[config.mk]
export PLATFORM = sky130hd
export DESIGN_NAME = fdct8_core
export DESIGN_NICKNAME = d
export VERILOG_FILES = /design/src/rtl/fdct8_pkg.sv /design/src/rtl/fdct8_stage1.sv /design/src/rtl/fdct8_rot.sv /design/src/rtl/fdct8_rhalf.sv /design/src/rtl/fdct8_core.sv
export SDC_FILE = /design/constraint.sdc
export NUM_CORES = 2
export LEC_CHECK = 0
export ABC_AREA = 1
export BUFFER_PORTS_ARGS = -buffer_cell sky130_fd_sc_hd__clkbuf_2
export CORE_ASPECT_RATIO = 0.9
export CORE_MARGIN = 2
export CORE_UTILIZATION = 45
export DETAILED_ROUTE_END_ITERATION = 16
export SYNTH_ARGS = -nofsm -noshare
export SYNTH_HDL_FRONTEND = slang
export SYNTH_SLANG_ARGS = --single-unit
[constraint.sdc]
create_clock -name clk -period 10 [get_ports clk]
set_clock_uncertainty 0.05 [all_clocks]
set_input_delay 2.5 -clock clk [delete_from_list [all_inputs] [get_ports clk]]
set_output_delay 2.5 -clock clk [all_outputs]
set_load 0.05 [all_outputs]
[src/rtl/fdct8_pkg.sv]
package fdct8_pkg;

  localparam int PKG_PIX_W  = 8;
  localparam int PKG_COEF_W = 10;
  localparam int FRAC       = 12;
  localparam int ACC_W      = 40;
  localparam int N_PT       = 8;

  // Constants scaled by 2^FRAC; the 1/2 output normalisation is folded
  // into the rotator constants.
  localparam int K_RH  = 2896;  // sqrt(1/2)
  localparam int K_C6H = 784;   // cos(3pi/8)/2
  localparam int K_C2H = 1892;  // cos(pi/8)/2
  localparam int K_C3H = 1703;  // cos(3pi/16)/2
  localparam int K_S3H = 1138;  // sin(3pi/16)/2
  localparam int K_C1H = 2009;  // cos(pi/16)/2
  localparam int K_S1H = 400;   // sin(pi/16)/2

  typedef logic signed [ACC_W-1:0] acc_t;

  // Forward rotator, first leg: both products add.
  function automatic acc_t rot_fwd_a(acc_t u, acc_t v, int ka, int kb);
    return u * acc_t'(ka) + v * acc_t'(kb);
  endfunction

  // Forward rotator, second leg: the cross term subtracts.
  function automatic acc_t rot_fwd_b(acc_t u, acc_t v, int ka, int kb);
    return v * acc_t'(ka) - u * acc_t'(kb);
  endfunction

  // Round to nearest at the given binary point, then clamp to cw signed bits.
  function automatic acc_t round_clamp(acc_t v, int shift, int cw);
    acc_t r;
    acc_t hi;
    acc_t lo;
    r  = (v + (acc_t'(1) <<< (shift - 1))) >>> shift;
    hi = (acc_t'(1) <<< (cw - 1)) - acc_t'(1);
    lo = -hi - acc_t'(1);
    if (r > hi)      r = hi;
    else if (r < lo) r = lo;
    return r;
  endfunction

endpackage

[src/rtl/fdct8_stage1.sv]
module fdct8_stage1
  import fdct8_pkg::*;
#(
  parameter int NP = N_PT
) (
  input  logic clk,
  input  logic rst,
  input  logic en,
  input  acc_t x   [NP],
  output acc_t sum [NP/2],
  output acc_t dif [NP/2]
);
  localparam int HALF = NP / 2;

  for (genvar i = 0; i < HALF; i++) begin : g_bfly
    always_ff @(posedge clk) begin
      if (rst) begin
        sum[i] <= '0;
        dif[i] <= '0;
      end else if (en) begin
        sum[i] <= x[i] + x[NP-1-i];
        dif[i] <= x[i] - x[NP-1-i];
      end
    end
  end

endmodule

[src/rtl/fdct8_rot.sv]
module fdct8_rot
  import fdct8_pkg::*;
#(
  parameter int KA = K_C6H,
  parameter int KB = K_C2H
) (
  input  logic clk,
  input  logic rst,
  input  logic en,
  input  acc_t u,
  input  acc_t v,
  output acc_t o_a,
  output acc_t o_b
);

  always_ff @(posedge clk) begin
    if (rst) begin
      o_a <= '0;
      o_b <= '0;
    end else if (en) begin
      o_a <= rot_fwd_a(u, v, KA, KB);
      o_b <= rot_fwd_b(u, v, KA, KB);
    end
  end

endmodule

[src/rtl/fdct8_rhalf.sv]
module fdct8_rhalf
  import fdct8_pkg::*;
#(
  parameter int KR = K_RH
) (
  input  logic clk,
  input  logic rst,
  input  logic en,
  input  acc_t a,
  input  acc_t b,
  output acc_t s_o,
  output acc_t d_o
);
  acc_t s_c;
  acc_t d_c;

  always_comb begin
    s_c = (a + b) * acc_t'(KR);
    d_c = (a - b) * acc_t'(KR);
  end

  always_ff @(posedge clk) begin
    if (rst) begin
      s_o <= '0;
      d_o <= '0;
    end else if (en) begin
      s_o <= s_c;
      d_o <= d_c;
    end
  end

endmodule

[src/rtl/fdct8_core.sv]
module fdct8_core
  import fdct8_pkg::*;
#(
  parameter int PIX_W  = PKG_PIX_W,
  parameter int COEF_W = PKG_COEF_W
) (
  input  logic                    clk,
  input  logic                    rst,
  input  logic                    px_vld,
  input  logic [N_PT*PIX_W-1:0]   px_in,
  output logic                    cf_rdy,
  output logic [N_PT*COEF_W-1:0]  cf_out
);
  localparam int HALF   = N_PT / 2;
  localparam int OFFSET = 1 << (PIX_W - 1);
  localparam int SH_OUT = 2 * FRAC;
  localparam int AL_DC  = SH_OUT - (FRAC + 1);
  localparam int AL_ROT = SH_OUT - FRAC;

  // stage valids, brought out for the checker
  logic vld_s1, vld_s2, vld_s3, vld_s4;

  acc_t xs    [N_PT];
  acc_t a_sum [HALF];
  acc_t a_dif [HALF];

  for (genvar n = 0; n < N_PT; n++) begin : g_shift
    assign xs[n] = acc_t'({{(ACC_W-PIX_W){1'b0}}, px_in[n*PIX_W +: PIX_W]}) - acc_t'(OFFSET);
  end

  // stage 1: input butterflies
  fdct8_stage1 #(.NP(N_PT)) u_s1 (
    .clk(clk), .rst(rst), .en(px_vld), .x(xs), .sum(a_sum), .dif(a_dif)
  );

  // stage 2: even butterflies, odd rotators
  acc_t b0, b1, b2, b3;
  acc_t p4, p5, p6, p7;

  always_ff @(posedge clk) begin
    if (rst) begin
      b0 <= '0; b1 <= '0; b2 <= '0; b3 <= '0;
    end else if (vld_s1) begin
      b0 <= a_sum[0] + a_sum[3];
      b3 <= a_sum[0] - a_sum[3];
      b1 <= a_sum[1] + a_sum[2];
      b2 <= a_sum[1] - a_sum[2];
    end
  end

  fdct8_rot #(.KA(K_C3H), .KB(K_S3H)) u_rot_o3 (
    .clk(clk), .rst(rst), .en(vld_s1), .u(a_dif[3]), .v(a_dif[0]), .o_a(p4), .o_b(p7)
  );
  fdct8_rot #(.KA(K_C1H), .KB(K_S1H)) u_rot_o1 (
    .clk(clk), .rst(rst), .en(vld_s1), .u(a_dif[2]), .v(a_dif[1]), .o_a(p5), .o_b(p6)
  );

  // stage 3: even root-half node and rotator, odd butterflies
  acc_t e0, e4, e2, e6;
  acc_t q4, q5, q6, q7;

  fdct8_rhalf #(.KR(K_RH)) u_rh_even (
    .clk(clk), .rst(rst), .en(vld_s2), .a(b0), .b(b1), .s_o(e0), .d_o(e4)
  );
  fdct8_rot #(.KA(K_C6H), .KB(K_C2H)) u_rot_e (
    .clk(clk), .rst(rst), .en(vld_s2), .u(b2), .v(b3), .o_a(e2), .o_b(e6)
  );

  always_ff @(posedge clk) begin
    if (rst) begin
      q4 <= '0; q5 <= '0; q6 <= '0; q7 <= '0;
    end else if (vld_s2) begin
      q4 <= p4 + p6;
      q6 <= p4 - p6;
      q7 <= p7 + p5;
      q5 <= p7 - p5;
    end
  end

  // stage 4: odd root-half node, align all terms to SH_OUT fraction bits
  acc_t o1, o7;
  acc_t al0, al2, al3, al4, al5, al6;

  fdct8_rhalf #(.KR(K_RH)) u_rh_odd (
    .clk(clk), .rst(rst), .en(vld_s3), .a(q7), .b(q4), .s_o(o1), .d_o(o7)
  );

  always_ff @(posedge clk) begin
    if (rst) begin
      al0 <= '0; al2 <= '0; al3 <= '0; al4 <= '0; al5 <= '0; al6 <= '0;
    end else if (vld_s3) begin
      al0 <= e0 <<< AL_DC;
      al4 <= e4 <<< AL_DC;
      al2 <= e2 <<< AL_ROT;
      al6 <= e6 <<< AL_ROT;
      al3 <= q5 <<< AL_ROT;
      al5 <= q6 <<< AL_ROT;
    end
  end

  acc_t fin [N_PT];
  always_comb begin
    fin[0] = al0; fin[1] = o1;  fin[2] = al2; fin[3] = al3;
    fin[4] = al4; fin[5] = al5; fin[6] = al6; fin[7] = o7;
  end

  // stage 5: round, clamp, present
  for (genvar k = 0; k < N_PT; k++) begin : g_out
    acc_t rc;
    assign rc = round_clamp(fin[k], SH_OUT, COEF_W);
    always_ff @(posedge clk) begin
      if (rst)         cf_out[k*COEF_W +: COEF_W] <= '0;
      else if (vld_s4) cf_out[k*COEF_W +: COEF_W] <= rc[COEF_W-1:0];
    end
  end

  always_ff @(posedge clk) begin
    if (rst) begin
      vld_s1 <= 1'b0; vld_s2 <= 1'b0; vld_s3 <= 1'b0; vld_s4 <= 1'b0;
      cf_rdy <= 1'b0;
    end else begin
      vld_s1 <= px_vld;
      vld_s2 <= vld_s1;
      vld_s3 <= vld_s2;
      vld_s4 <= vld_s3;
      cf_rdy <= vld_s4;
    end
  end

endmodule

==> results.md <==
- Status: finished, final reports clean
- Layout fillers: 21838
- Die Width: 498.0 um
- Iter 0 DRT Violations: 6200
- Count of state elements after synthesis: 715
- H-tree depth: 3
- CP Capture Type: flop
- End-of-flow core utilization: 48.23%
- Worst-Margin Slew: 1323 ps
- Total setup buffers inserted after CTS: 0
- IO buf count: 147
- Starting density of the core: 45.17%
- Root Buffer: clkbuf_16
- Post-route setup slack: 1372 ps
- DP HPWL: 263.2 mm
- CTS Sinks: 715
- GRT Resource Usage Total: 27.54%
- Initial antenna violation count: 8
- Finish-stage setup viols: 0
- Storage cell area: 14330 um2
- CTS tree: built
- Fin. max-slew vios: 0
- N_diodes: 0
- Core area: 218800 um2
- CP Class: flop to flop
- Hold/Removal Path Class: flop to flop
- Footprint of the multi-input gates: 73390 um2
- Nets: 15566
- Clk buf depth: 3
- Crit-path max cell delay: 750 ps
- Fmax: 0.1159 GHz
- Area growth syn-to-layout: 6.776%
- Worst skew pair latency: 760 ps
- Crit path arrival time: 9200 ps
- Via density: 5.330
- Crit-path slowest cell: dfxtp_1
- Final WL: 311.2 mm
- Worst EP required: 10580 ps
- Slew Limit Headroom: 11.77%
- Crit path time final: 8628 ps
- First-pass DRT Iterations: 6
- CTS buffer count: 92
- Crit path max fanout: 12
- Gr ovfl total: 0
- Number of library cell types mapped by synthesis: 72
- Post-synthesis sequential area ratio: 14.48%
- Maxcap violations: 0
- DRC viols: 0
- Synth Warn #: 0
- # hold bufs at CTS: 0
- FP Rows: 163
- I/O Pins: 148
- Post-Place Setup Slack: 1381 ps
- Unrepaired setup endpoints after global routing: false
- Mapped Area: 98840 um2
- Crit share post-route: 86.28%
- Hold Vio Cnt, Final: 0
- Total number of vias: 84743
- Die Ht: 448.6 um
- Resized Gates After CTS: 0
- Vias in the first global route: 83713
- Clock slew at reported path FFs: 60 ps
- Mapped Cells: 12960
- Drt wl/cell: 19.57 um
- Final GP Congestion: 1.016
- Most used cell, CP: ha_1
- Antenna-violating nets left: 0
- Fin Setup TNS: 0 ps
- Synth Net Count: 15588
- Die ar.: 223400 um2
- First-pass GRT wire length: 486.1 mm
- Mean area per synthesized cell: 7.626 um2
- Largest net degree at the start of global routing: 138
- Crit path launch type: flop
- Share of layout cells above drive strength 1: 3.712%
==> path summary, 6_finish.rpt <==
kind	slack [ps]	cells past startpoint	to	startpoint
worst max-delay path	1370	37	u_rot_o3.o_b[32]$_SDFFE_PP0P_	u_s1.dif[7]$_SDFFE_PP0P_
worst min-delay path	400	2	al3[24]$_SDFFE_PP0P_	q5[12]$_SDFFE_PP0P_
worst max register to register	1370	37	u_rot_o3.o_b[32]$_SDFFE_PP0P_	u_s1.dif[7]$_SDFFE_PP0P_
worst min register to register	400	2	al3[24]$_SDFFE_PP0P_	q5[12]$_SDFFE_PP0P_
==> cells in the final DEF, fill, tap and decap left out, types with 13 or more instances in the layout <==
master,n
inv_1,2634
ha_1,1731
nand2_1,1513
a21oi_1,1232
nor2_1,1059
o21ai_0,961
fa_1,830
dfxtp_1,707
xor2_1,484
nand3_1,366
xnor2_1,219
clkbuf_2,146
nor3_1,99
clkbuf_16,93
o21bai_1,86
o211ai_1,83
nand4_1,72
a31oi_1,68
nor4_1,47
a21o_1,45
o21a_1,41
buf_4,37
o221ai_1,36
a211oi_1,34
o21ai_1,32
or2_2,32
o31ai_1,29
a21boi_0,20
clkbuf_1,17
clkinv_2,17
and3_1,15
a221oi_1,15
nor2_2,13
==> state kept, by name (all words and copies together) (netlist names), 24 cells and up <==
signal and flops:
cf_out 80, u_s1.dif 40, q4 36, q7 36, u_rot_o1.o_a 36, u_rot_o1.o_b 36, u_rot_o3.o_a 36, u_rot_o3.o_b 36
u_s1.sum 36, b2 26, b0 25, b3 25, b1 24
==> synth_stat cells (all sizes together) <==
cell type	number	share of area [%]
nor3b	3	0.028
nor3	113	0.66
a211o	1	0.0089
a31oi	68	0.43
nand4	75	0.49
and2	10	0.063
ha	1731	22
inv	2647	10
o21bai	86	0.65
and3	15	0.095
o31ai	32	0.27
o211a	1	0.010
xnor3	4	0.091
nand2	1523	5.8
o21ai	998	5.1
fa	830	17
a2111oi	1	0.015
a21oi	1238	6.3
a21boi	29	0.22
clkbuf	246	0.94
or2	36	0.23
o221a	2	0.023
o2111ai	3	0.027
o21a	41	0.31
clkinv	4	0.015
a21o	45	0.34
nand2b	1	0.0063
a31o	12	0.11
o22ai	2	0.013
or3	1	0.0063
dfxtp	715	14
o311ai	3	0.027
nand3b	13	0.14
nand3	373	1.9
nor4	49	0.32
o221ai	36	0.32
nor2	1074	4.1
xor2	486	4.3
a221oi	15	0.13
xnor2	220	2.0
buf	56	0.26
o211ai	86	0.67
a211oi	34	0.26
a311oi	2	0.018
==> per-stage QoR <==
| stage | cell area, um2 | cells | hold slack [ps] |
|---|---|---|---|
| after global placement | 102400 | 15731 | 393.7 |
| after detailed placement | 102400 | 15731 | 394.4 |
| after CTS | 105500 | 15900 | 400.7 |
| after floorplan | 98840 | 12960 | 378.0 |
| final | 105500 | 15900 | 397.9 |
| after global routing | 105500 | 15900 | 424.1 |
==> logic make-up after synthesis <==
| group | Yosys count | share of synthesized area, % |
|---|---|---|
| compound gates | 2735 | 15.25 |
| xor+xnor | 710 | 6.370 |
| fa+ha+maj | 2561 | 38.72 |
| buf+inv | 2953 | 11.27 |
| flops | 715 | 14.48 |
| simple gates | 3286 | 13.91 |
==> cell type report <==
class                   instances  area share (%)
flip-flops and latches        715           13.58
multi-input cells            9292           69.54
clock buffers                 122           2.422
well taps                    2887           3.423
repair buffers                186           1.008
inverters                    2651           9.446
clock inverters                47          0.5821
==> worst max-delay path, delay by kind of cell, from the launching register on <==
family | cells | cell delay (ps)
adder cells (fa/ha/maj) | 12 | 4330
AO/OA/AOI/OAI | 13 | 2220
XOR/XNOR | 1 | 150
buffers and inverters | 7 | 380
flip-flops | 1 | 750
AND/OR/NAND/NOR | 4 | 630
==> layer usage <==
metal  GRT usage, %  wire length [um]
met1          40.40            152300
met2          42.96            133700
met3          2.920             16640
met4          6.922              8438
met5              0                13
Power is not shown: default switching activity piles up to over one toggle a cycle in this logic, so the estimate is an artifact.
